File: src/rtl/isc_pkg.sv
`timescale 1ns/1ps
package isc_pkg;
  // Control register strobe bit positions (software contract)
  localparam int DCTL_CLR_BIT   = 2;
  localparam int DCTL_FLUSH_BIT = 3;
  localparam int BCTL_CLR_BIT   = 1;

  // Summary register bit positions
  localparam int SUM_DMA  = 0;
  localparam int SUM_BUS  = 1;
  localparam int SUM_HALT = 2;
  localparam int SUM_IRQ  = 3;
  localparam int SUM_W    = 4;

  typedef struct packed {
    logic irq;
    logic halt;
    logic bus_pend;
    logic dma_pend;
  } summary_t;

  function automatic logic [SUM_W-1:0] pack_summary(input summary_t s);
    logic [SUM_W-1:0] w;
    w = '0;
    w[SUM_DMA]  = s.dma_pend;
    w[SUM_BUS]  = s.bus_pend;
    w[SUM_HALT] = s.halt;
    w[SUM_IRQ]  = s.irq;
    return w;
  endfunction
endpackage

File: src/rtl/isc_stack.sv
`timescale 1ns/1ps
module isc_stack #(
  parameter int W = 8
)(
  input  logic         clk,
  input  logic         rst_n,
  input  logic [W-1:0] ev,
  input  logic         rd_clr,
  output logic [W-1:0] posted
);
  logic [W-1:0] posted_q, queued_q;
  logic         has_queue, reload;

  // Next posted word: a read promotes the queue, else it takes fresh events.
  function automatic logic [W-1:0] next_posted(input logic [W-1:0] p,
      input logic [W-1:0] q, input logic [W-1:0] e, input logic rd);
    if (rd)           return (q != '0) ? q : e;
    else if (p == '0) return e;
    else              return p;
  endfunction

  // Next queued word: events stack behind a posted word and merge by OR.
  function automatic logic [W-1:0] next_queued(input logic [W-1:0] p,
      input logic [W-1:0] q, input logic [W-1:0] e, input logic rd);
    if (rd)           return (q != '0) ? e : '0;
    else if (p == '0) return '0;
    else              return q | e;
  endfunction

  assign has_queue = (queued_q != '0);
  assign reload    = rd_clr && has_queue;

  always_ff @(posedge clk) begin
    if (!rst_n) begin
      posted_q <= '0;
      queued_q <= '0;
    end else begin
      posted_q <= next_posted(posted_q, queued_q, ev, rd_clr);
      queued_q <= next_queued(posted_q, queued_q, ev, rd_clr);
    end
  end

  assign posted = posted_q;

  assert_post_empty_R1: assert property (@(posedge clk) disable iff (!rst_n)
    (posted_q == '0 && !rd_clr && ev != '0) |=> (posted_q == $past(ev)));

  assert_read_clears_R2: assert property (@(posedge clk) disable iff (!rst_n)
    (rd_clr && !has_queue && ev == '0) |=> (posted_q == '0));

  assert_queue_behind_R3: assert property (@(posedge clk) disable iff (!rst_n)
    has_queue |-> (posted_q != '0));

  assert_read_reload_R3: assert property (@(posedge clk) disable iff (!rst_n)
    reload |=> (posted_q == $past(queued_q)));
endmodule

File: src/rtl/isc_classify.sv
`timescale 1ns/1ps
module isc_classify #(
  parameter int               DEV_W = 7,
  parameter int               BEV_W = 16,
  parameter logic [BEV_W-1:0] FATAL = '0
)(
  input  logic [DEV_W-1:0] dma_posted,
  input  logic [DEV_W-1:0] dma_en,
  input  logic [BEV_W-1:0] bus_posted,
  input  logic [BEV_W-1:0] bus_en,
  output logic             irq,
  output logic             halt,
  output logic             dma_pend,
  output logic             bus_pend
);
  // A bus bit halts when its class is fatal or its enable promotes it.
  function automatic logic bus_halts(input logic [BEV_W-1:0] p,
      input logic [BEV_W-1:0] en);
    return |(p & (en | FATAL));
  endfunction

  function automatic logic any_enabled(input logic [DEV_W-1:0] dp,
      input logic [DEV_W-1:0] de, input logic [BEV_W-1:0] bp,
      input logic [BEV_W-1:0] be);
    return (|(dp & de)) | (|(bp & be));
  endfunction

  assign dma_pend = |dma_posted;
  assign bus_pend = |bus_posted;
  assign irq      = any_enabled(dma_posted, dma_en, bus_posted, bus_en);
  assign halt     = dma_pend | bus_halts(bus_posted, bus_en);
endmodule

File: src/rtl/isc_fifo_ctl.sv
`timescale 1ns/1ps
module isc_fifo_ctl (
  input  logic clk,
  input  logic rst_n,
  input  logic dma_clr_req,
  input  logic dma_flush_req,
  input  logic bus_clr_req,
  output logic dma_clr,
  output logic dma_flush,
  output logic bus_clr
);
  always_ff @(posedge clk) begin
    if (!rst_n) begin
      dma_clr   <= 1'b0;
      dma_flush <= 1'b0;
      bus_clr   <= 1'b0;
    end else begin
      dma_clr   <= dma_clr_req;
      dma_flush <= dma_flush_req;
      bus_clr   <= bus_clr_req;
    end
  end

  assert_dclr_from_write_R5: assert property (@(posedge clk) disable iff (!rst_n)
    dma_clr |-> $past(dma_clr_req));

  assert_flush_from_write_R5: assert property (@(posedge clk) disable iff (!rst_n)
    dma_flush |-> $past(dma_flush_req));

  assert_bclr_from_write_R5: assert property (@(posedge clk) disable iff (!rst_n)
    bus_clr |-> $past(bus_clr_req));
endmodule

File: src/rtl/intr_stack_ctrl.sv
`timescale 1ns/1ps
module intr_stack_ctrl #(
  parameter int                         DATA_W    = 8,
  parameter int                         BUS_REGS  = 2,
  parameter int                         ADDR_W    = 4,
  parameter logic [BUS_REGS*DATA_W-1:0] BUS_FATAL = 'h0003
)(
  input  logic                         clk,
  input  logic                         rst_n,
  input  logic [DATA_W-2:0]            dma_ev,
  input  logic [BUS_REGS*DATA_W-1:0]   bus_ev,
  input  logic                         dma_fifo_empty,
  input  logic                         bus_fifo_empty,
  input  logic [ADDR_W-1:0]            reg_addr,
  input  logic                         reg_wr,
  input  logic [DATA_W-1:0]            reg_wdata,
  input  logic                         reg_rd,
  output logic [DATA_W-1:0]            reg_rdata,
  output logic                         dma_fifo_clr,
  output logic                         dma_fifo_flush,
  output logic                         bus_fifo_clr,
  output logic                         irq,
  output logic                         halt
);
  import isc_pkg::*;

  localparam int DEV_W  = DATA_W - 1;
  localparam int BEV_W  = BUS_REGS * DATA_W;
  localparam int A_DST  = 0;
  localparam int A_DEN  = 1;
  localparam int A_BST  = 2;
  localparam int A_BEN  = A_BST + BUS_REGS;
  localparam int A_SUM  = A_BEN + BUS_REGS;
  localparam int A_DCTL = A_SUM + 1;
  localparam int A_BCTL = A_SUM + 2;

  function automatic logic adr_is(input logic [ADDR_W-1:0] a, input int n);
    return a == ADDR_W'(n);
  endfunction

  // Named internal events
  logic             rd_dma;
  logic [BUS_REGS-1:0] rd_bus;
  logic [DEV_W-1:0] dma_posted;
  logic [BEV_W-1:0] bus_posted;
  logic [DEV_W-1:0] dma_en_q;
  logic [BEV_W-1:0] bus_en_q;
  logic             fifo_empty_all;
  logic             dma_pend, bus_pend;
  logic             dma_clr_req, dma_flush_req, bus_clr_req;
  summary_t         summary;

  assign rd_dma         = reg_rd && adr_is(reg_addr, A_DST);
  assign fifo_empty_all = dma_fifo_empty && bus_fifo_empty;

  // DMA-class status with its one-deep queue
  isc_stack #(.W(DEV_W)) u_dma_stack (
    .clk(clk), .rst_n(rst_n), .ev(dma_ev), .rd_clr(rd_dma),
    .posted(dma_posted)
  );

  // Bus-class status bank
  for (genvar g = 0; g < BUS_REGS; g++) begin : g_bus
    assign rd_bus[g] = reg_rd && adr_is(reg_addr, A_BST + g);
    isc_stack #(.W(DATA_W)) u_bus_stack (
      .clk(clk), .rst_n(rst_n), .ev(bus_ev[g*DATA_W +: DATA_W]),
      .rd_clr(rd_bus[g]), .posted(bus_posted[g*DATA_W +: DATA_W])
    );
  end

  // Enable registers
  always_ff @(posedge clk) begin
    if (!rst_n) begin
      dma_en_q <= '0;
      bus_en_q <= '0;
    end else if (reg_wr) begin
      if (adr_is(reg_addr, A_DEN)) dma_en_q <= reg_wdata[DEV_W-1:0];
      for (int i = 0; i < BUS_REGS; i++)
        if (adr_is(reg_addr, A_BEN + i)) bus_en_q[i*DATA_W +: DATA_W] <= reg_wdata;
    end
  end

  isc_classify #(.DEV_W(DEV_W), .BEV_W(BEV_W), .FATAL(BUS_FATAL)) u_classify (
    .dma_posted(dma_posted), .dma_en(dma_en_q),
    .bus_posted(bus_posted), .bus_en(bus_en_q),
    .irq(irq), .halt(halt), .dma_pend(dma_pend), .bus_pend(bus_pend)
  );

  // FIFO control strobes
  assign dma_clr_req   = reg_wr && adr_is(reg_addr, A_DCTL) && reg_wdata[DCTL_CLR_BIT];
  assign dma_flush_req = reg_wr && adr_is(reg_addr, A_DCTL) && reg_wdata[DCTL_FLUSH_BIT];
  assign bus_clr_req   = reg_wr && adr_is(reg_addr, A_BCTL) && reg_wdata[BCTL_CLR_BIT];

  isc_fifo_ctl u_fifo_ctl (
    .clk(clk), .rst_n(rst_n),
    .dma_clr_req(dma_clr_req), .dma_flush_req(dma_flush_req),
    .bus_clr_req(bus_clr_req),
    .dma_clr(dma_fifo_clr), .dma_flush(dma_fifo_flush), .bus_clr(bus_fifo_clr)
  );

  // Read mux
  always_comb begin
    summary.irq      = irq;
    summary.halt     = halt;
    summary.bus_pend = bus_pend;
    summary.dma_pend = dma_pend;
    reg_rdata = '0;
    if (reg_rd) begin
      if (adr_is(reg_addr, A_DST)) reg_rdata = {fifo_empty_all, dma_posted};
      if (adr_is(reg_addr, A_DEN)) reg_rdata = {1'b0, dma_en_q};
      if (adr_is(reg_addr, A_SUM)) reg_rdata = DATA_W'(pack_summary(summary));
      for (int i = 0; i < BUS_REGS; i++) begin
        if (adr_is(reg_addr, A_BST + i)) reg_rdata = bus_posted[i*DATA_W +: DATA_W];
        if (adr_is(reg_addr, A_BEN + i)) reg_rdata = bus_en_q[i*DATA_W +: DATA_W];
      end
    end
  end

  assert_dma_halts_R7: assert property (@(posedge clk) disable iff (!rst_n)
    (dma_posted != '0) |-> halt);

  assert_irq_implies_halt_R8: assert property (@(posedge clk) disable iff (!rst_n)
    irq |-> halt);

  assert_fifo_bit_live_R4: assert property (@(posedge clk) disable iff (!rst_n)
    rd_dma |-> (reg_rdata[DATA_W-1] == (dma_fifo_empty && bus_fifo_empty)));

  assert_no_strobe_idle_R5: assert property (@(posedge clk) disable iff (!rst_n)
    !$past(reg_wr) |-> !(dma_fifo_clr || dma_fifo_flush || bus_fifo_clr));
endmodule

File: config.mk
export PLATFORM = sky130hd
export DESIGN_NAME = intr_stack_ctrl
export DESIGN_NICKNAME = d
export VERILOG_FILES = /design/src/rtl/isc_pkg.sv /design/src/rtl/isc_stack.sv /design/src/rtl/isc_classify.sv /design/src/rtl/isc_fifo_ctl.sv /design/src/rtl/intr_stack_ctrl.sv
export SDC_FILE = /design/constraint.sdc
export NUM_CORES = 1
export LEC_CHECK = 0
export ABC_AREA = 1
export CAP_MARGIN = 25
export CORE_ASPECT_RATIO = 1.25
export CORE_MARGIN = 3
export CORE_UTILIZATION = 50
export DETAILED_ROUTE_END_ITERATION = 8
export PLACE_DENSITY = 0.78
export SKIP_CTS_REPAIR_TIMING = 1
export SLEW_MARGIN = 0
export SYNTH_ARGS = -nofsm -noshare
export SYNTH_HDL_FRONTEND = slang
export SYNTH_SLANG_ARGS = --single-unit
File: constraint.sdc
create_clock -name clk -period 1.8 [get_ports clk]
set_input_delay 0.27 -clock clk [delete_from_list [all_inputs] [get_ports clk]]
set_output_delay 0.27 -clock clk [all_outputs]
set_load 0.01 [all_outputs]
---- Word-level counts from Yosys, hierarchy flattened ----
Index checks and enable logic that the tools add are counted.
word-level totals
  input bits .............................. 41
  bits in registers ....................... 72
  output and inout bits ................... 13
cells by class
  equal/unequal tests ..................... 8
  reductions and logical operators ........ 27
  muxes and demuxes ....................... 26
  bitwise logic cells ..................... 8
operator list
  operator              count
  $mux W8               20
  $reduce_or A16 Y1     3
  $mux W7               6
  $and A16 B16 Y16      2
  $eq A4 B3 Y1 const B  4
  $logic_not A8 Y1      2
  $or A8 B8 Y8          2
  $reduce_bool A8 Y1    2
  $reduce_or A7 Y1      2
  $logic_and A1 B1 Y1   9
  $eq A4 B2 Y1 const B  2
  $and A7 B7 Y7         1
  $logic_not A7 Y1      1
  $or A7 B7 Y7          1
  $reduce_bool A7 Y1    1
  $reduce_and A2 Y1     3
  $reduce_bool A2 Y1    3
  $eq A4 B1 Y1 const B  1
  $eq A4 B4 Y1 const B  1
  $logic_not A4 Y1      1
  $or A1 B1 Y1          2

---- Logic depth before layout (Yosys ltp) ----
  depth in word-level cells ............... 9
  gate-level depth with buffers ........... 10
  mapped depth without buffers ............ 10

---- Modules after synthesis ----
From an unflattened synthesis, not the netlist that was laid out.
unflattened totals
  cell total of the unflattened synthesis .. 671
  area total of the unflattened synthesis .. 4346.7 sq um
by module, submodules not included
  module                                 cells an instance  area an instance (sq um)  seq. area each (sq um)  times used
  isc_stack at g_bus[0].u_bus_stack ...  119                868.3                     320.3                   2
  intr_stack_ctrl                        254                1517.7                    460.4                   1
  isc_stack at u_dma_stack               96                 715.7                     280.3                   1
  isc_classify                           74                 294.0                     0.0                     1
  isc_fifo_ctl                           9                  82.6                      60.1                    1

---- Worst setup path before layout ----
OpenSTA, ideal clock, no wires.
  path type ............................... reg-to-output
  from .................................... register g_bus[0].u_bus_stack.posted_q[6]
  to ...................................... output port reg_rdata[1]
  slack ................................... 416 ps
  stages on the path, launching flop included .. 9
  arrival ................................. 1114 ps
  path buffers ............................ 0
  cell sequence ........................... dfxtp_1 nor2_1 nand2_1 nor2_1 nand3_1 nand2_1 nand4_1 nand2_1 inv_1
between the ends
  longest elaborated chain between the ends .. 7
RTL lines
  item                    line                    text
  from (decl)             isc_stack.sv:11         logic [W-1:0] posted_q, queued_q;
  from (signal assigned)  isc_stack.sv:38         posted_q <= next_posted(posted_q, queued_q, ev, rd_clr);
  $reduce_or A16 Y1       isc_classify.sv:29      assign bus_pend = |bus_posted;
  $mux W8                 intr_stack_ctrl.sv:111  if (adr_is(reg_addr, A_SUM)) reg_rdata = DATA_W'(pack_summary(summary));
  $mux W8                 intr_stack_ctrl.sv:113  if (adr_is(reg_addr, A_BST + i)) reg_rdata = bus_posted[i*DATA_W +: DATA_W];
  $mux W8                 intr_stack_ctrl.sv:114  if (adr_is(reg_addr, A_BEN + i)) reg_rdata = bus_en_q[i*DATA_W +: DATA_W];
  $mux W8                 intr_stack_ctrl.sv:113
  $mux W8                 intr_stack_ctrl.sv:114
  $mux W8                 intr_stack_ctrl.sv:108  if (reg_rd) begin
  to (decl)               intr_stack_ctrl.sv:18   output logic [DATA_W-1:0] reg_rdata,
No other way between the ends.

---- Worst setup path in the final report ----
  from .................................... register g_bus[0].u_bus_stack.posted_q[4]
  to ...................................... output port reg_rdata[3]
between the ends
  longest elaborated chain between the ends .. 9
RTL lines
  item               line                    text
  $and A16 B16 Y16   isc_classify.sv:25      return (|(dp & de)) | (|(bp & be));
  $reduce_or A16 Y1  isc_classify.sv:25
  $or A1 B1 Y1       isc_classify.sv:25
  $mux W8            intr_stack_ctrl.sv:111
  $mux W8            intr_stack_ctrl.sv:113
  $mux W8            intr_stack_ctrl.sv:114
  $mux W8            intr_stack_ctrl.sv:113
  $mux W8            intr_stack_ctrl.sv:114
  $mux W8            intr_stack_ctrl.sv:108
No other way between the ends.

==> impl_results.rst <==
.. list-table::
   :header-rows: 1

   * - Metric
     - Value
   * - Antenna violations before repair
     - 0
   * - Max-slew violation total from the final report
     - 0
   * - Post-route clock skew
     - 0.007515 ns
   * - Post-Synth Adder-Cell Area
     - 0%
   * - DRC viols
     - 0
   * - Crit path launch type
     - register
   * - Share of the synthesized area in compound gates (AO/OA/AOI/OAI)
     - 17.23%
   * - Total congestion overflow
     - 0
   * - Average cell area after synthesis
     - 6.478 sq um
   * - Most common library cell in the layout ignoring fill and taps
     - nand2_1
   * - Post-synthesis instance area
     - 3654 sq um
   * - Cells after synthesis
     - 564
   * - Area of the core region
     - 7019 sq um
   * - Syn Nets
     - 605
   * - Worst setup path class
     - reg2out
   * - Horizontal extent of the die
     - 82.46 um
   * - Sequential-to-total area share from yosys stat
     - 39.45%
   * - Multiplexer area fraction after synthesis
     - 0%
   * - TritonCTS clock tree
     - done
   * - Share of the cycle needed by the critical path after routing
     - 106.7%
   * - Maximum buffer depth of the clock tree
     - 2
   * - Area used by multi-input combinational logic
     - 1881 sq um
   * - Total number of vias
     - 4006
   * - Number of buffers added by the clock tree synthesis step
     - 9
   * - Count of warnings emitted by yosys
     - 0
   * - Count of fill cells added during filler insertion
     - 622
   * - Worst hold path class
     - in2reg
   * - Boundary pin count
     - 54
   * - Area enclosed by the die boundary
     - 8375 sq um
   * - Via count of the first global-routing pass
     - 3786
   * - Net total in the final layout
     - 720
   * - Crit path capture type
     - primary output
   * - Pin count of the biggest net entering global routing
     - 28
   * - Setup TNS
     - -0.4462 ns
   * - Wire length of the first global-routing pass
     - 16850 um
   * - Weighted congestion at the end of routability-driven global placement
     - 0.9643
   * - Overall global routing resource usage
     - 26.12%
   * - Least setup slack across all paths after layout
     - -0.1208 ns
   * - Area Growth Syn to Fin
     - 36.47%
   * - Antenna diodes
     - 0
   * - Xor and xnor fraction of the mapped netlist area
     - 0%
   * - Detailed router's first-iteration violation count
     - 242
   * - Storage cell area
     - 1463 sq um
   * - Largest family of logic cells by synthesized area
     - simple AND/OR/NAND/NOR gates
   * - Post-Route WL
     - 10680 um
   * - Total leakage power
     - 2.424 nW
   * - Unique cell type count in the Yosys netlist
     - 27
   * - Total number of H-tree levels
     - 3
   * - Violated checks
     - negative setup slack
   * - Worst hold margin
     - 0.2230 ns
   * - Fraction of layout instances using a drive strength above 1
     - 21.64%
   * - Via-per-instance ratio
     - 5.176
   * - Total setup violations reported at the end of the flow
     - 5
   * - Number of search-and-repair iterations in the first detailed-routing pass
     - 6
   * - HPWL Detailed
     - 8012 um
   * - Slew at the pin with the worst max-slew slack
     - 0.3308 ns
   * - Top library cells by usage in the layout, fill and taps aside
     - nand2_1, inv_1, nor2_1
   * - Port Buf Inserts
     - 53
   * - Fin crit period
     - 1.921 ns
   * - Required time of the worst setup path
     - 1.53 ns
   * - Seq cells post-synth
     - 72
   * - Highest clock rate
     - 520.6 MHz
   * - Clock latency reported for the late side of the worst-skew pair
     - 0.35 ns
   * - Max IR drop VDD
     - 936.8 uV
   * - Clock Pin Slew Worst Setup and Hold Paths
     - 0.08 ns
   * - RSZ-0062 raised after global routing
     - true
   * - Power density cells
     - 1403 nW/um^2
   * - Max_slew headroom
     - 77.94%
   * - Outcome
     - finished with violations
   * - Reported max-cap violation count
     - 0
   * - Residual antenna-violating net count after detailed routing
     - 0
   * - Buffer type at the clock tree root
     - clkbuf_8
   * - Wirelength per Cell
     - 13.79 um
   * - Number of rows created at floorplan
     - 34
   * - Largest fanout of any net on the critical path
     - 4
   * - Data arrival time of the worst path
     - 1.65 ns
   * - Starting utilization of the core area
     - 52.05%
   * - Floorplan die height
     - 101.6 um
   * - Sink Count
     - 72
   * - Post-layout total power
     - 6.998 mW
   * - Post-Synth Simple-Gate Area
     - 32.33%
   * - Count of endpoints failing hold in the final timing report
     - 0
[synth_stat cells]
library cell / instances / area [sq um]
nand2_4: 1 / 11.26
nand3_1: 13 / 65.06
or2_2: 2 / 12.51
nor2_4: 4 / 45.04
o22ai_1: 5 / 31.28
nor2_1: 84 / 315.3
inv_2: 6 / 22.52
nand2_2: 8 / 50.05
o211ai_1: 1 / 7.510
a31oi_1: 5 / 31.28
nor4_1: 1 / 6.260
dfxtp_1: 72 / 1441
clkbuf_1: 5 / 18.77
nand3_2: 1 / 10.01
o21ai_2: 2 / 17.52
buf_2: 3 / 15.01
o21ai_0: 53 / 265.3
buf_6: 1 / 11.26
nand2_1: 134 / 503.0
a21oi_1: 52 / 260.3
nor3_1: 2 / 10.01
nor2_2: 4 / 25.02
nand4_1: 14 / 87.58
nor2_8: 2 / 40.04
inv_1: 87 / 326.6
buf_4: 1 / 7.510
o21ai_4: 1 / 16.27
[critical path: stages (launching register included)]
cell and delay (ns):
dfxtp_2 0.35, nand2_1 0.06, nand2_1 0.07, nor2_1 0.11
nand2_1 0.10, nor2_1 0.14, nand2_1 0.09, nand2_1 0.07
nand2_1 0.05, nand2_1 0.07, a21oi_1 0.07, clkbuf_2 0.12
[report_power, final]
| group | internal, mW | switching, mW |
|---|---|---|
| sequential | 2.08 | 0.364 |
| clock | 0.682 | 0.622 |
| combinational | 1.46 | 1.79 |
[layout make-up]
class	count	area share, %
Clock buffer	12	2.911
Clock inverter	4	1.079
Inverter	93	7.001
Multi-Input combinational cell	389	37.72
Sequential cell	72	29.33
Tap cell	90	2.258
Timing Repair Buffer	114	19.70
[per-layer routing]
metal / up-vias / global-route usage (%) / part of all wire, %
met2: 163 / 44.44 / 50
met3: 41 / 5.694 / 5.7
met4: 0 / 13.81 / 4.0
met5: - / 0 / 0
li1: 2016 / - / -
met1: 1786 / 30.05 / 40
[logic make-up after synthesis]
logic type,count (synthesis)
simple gates,270
compound gates,119
buf+inv,103
flops,72
[path summary, 6_finish.rpt]
path / start / to / slack (ns) / cells after the start
worst min register to register: g_bus[1].u_bus_stack.queued_q[6] / g_bus[1].u_bus_stack.queued_q[6] / 0.47 / 2
worst max register to register: g_bus[0].u_bus_stack.posted[3] / g_bus[0].u_bus_stack.posted[3] / 0.17 / 9
worst max-delay path: g_bus[0].u_bus_stack.posted[4] / reg_rdata[3] / -0.12 / 11
worst min-delay path: reg_addr[2] / u_fifo_ctl.bus_clr / 0.22 / 2
[registers in the layout, indices dropped and copies added, names as in the netlist]
signal / flops
u_dma_stack.queued_q: 7
bus_en_q: 16
g_bus.u_bus_stack.posted: 16
dma_en_q: 7
g_bus.u_bus_stack.queued_q: 16
u_fifo_ctl.dma_flush: 1
u_fifo_ctl.dma_clr: 1
u_dma_stack.posted: 7
u_fifo_ctl.bus_clr: 1
[metrics by stage]
step | util, % | std cells | setup WS, ns | area [sq um]
3_5_place_dp | 66.81 | 753 | -0.7062 | 4690
4_1_cts | 69.64 | 769 | -0.7311 | 4888
2_1_floorplan | - | 564 | 0.4163 | 3654
3_3_place_gp | 66.81 | 753 | -0.6925 | 4690
5_1_grt | 71.03 | 774 | -0.2113 | 4986
6_report | 71.03 | 774 | -0.1208 | 4986
(Power assumes the default switching activity.)
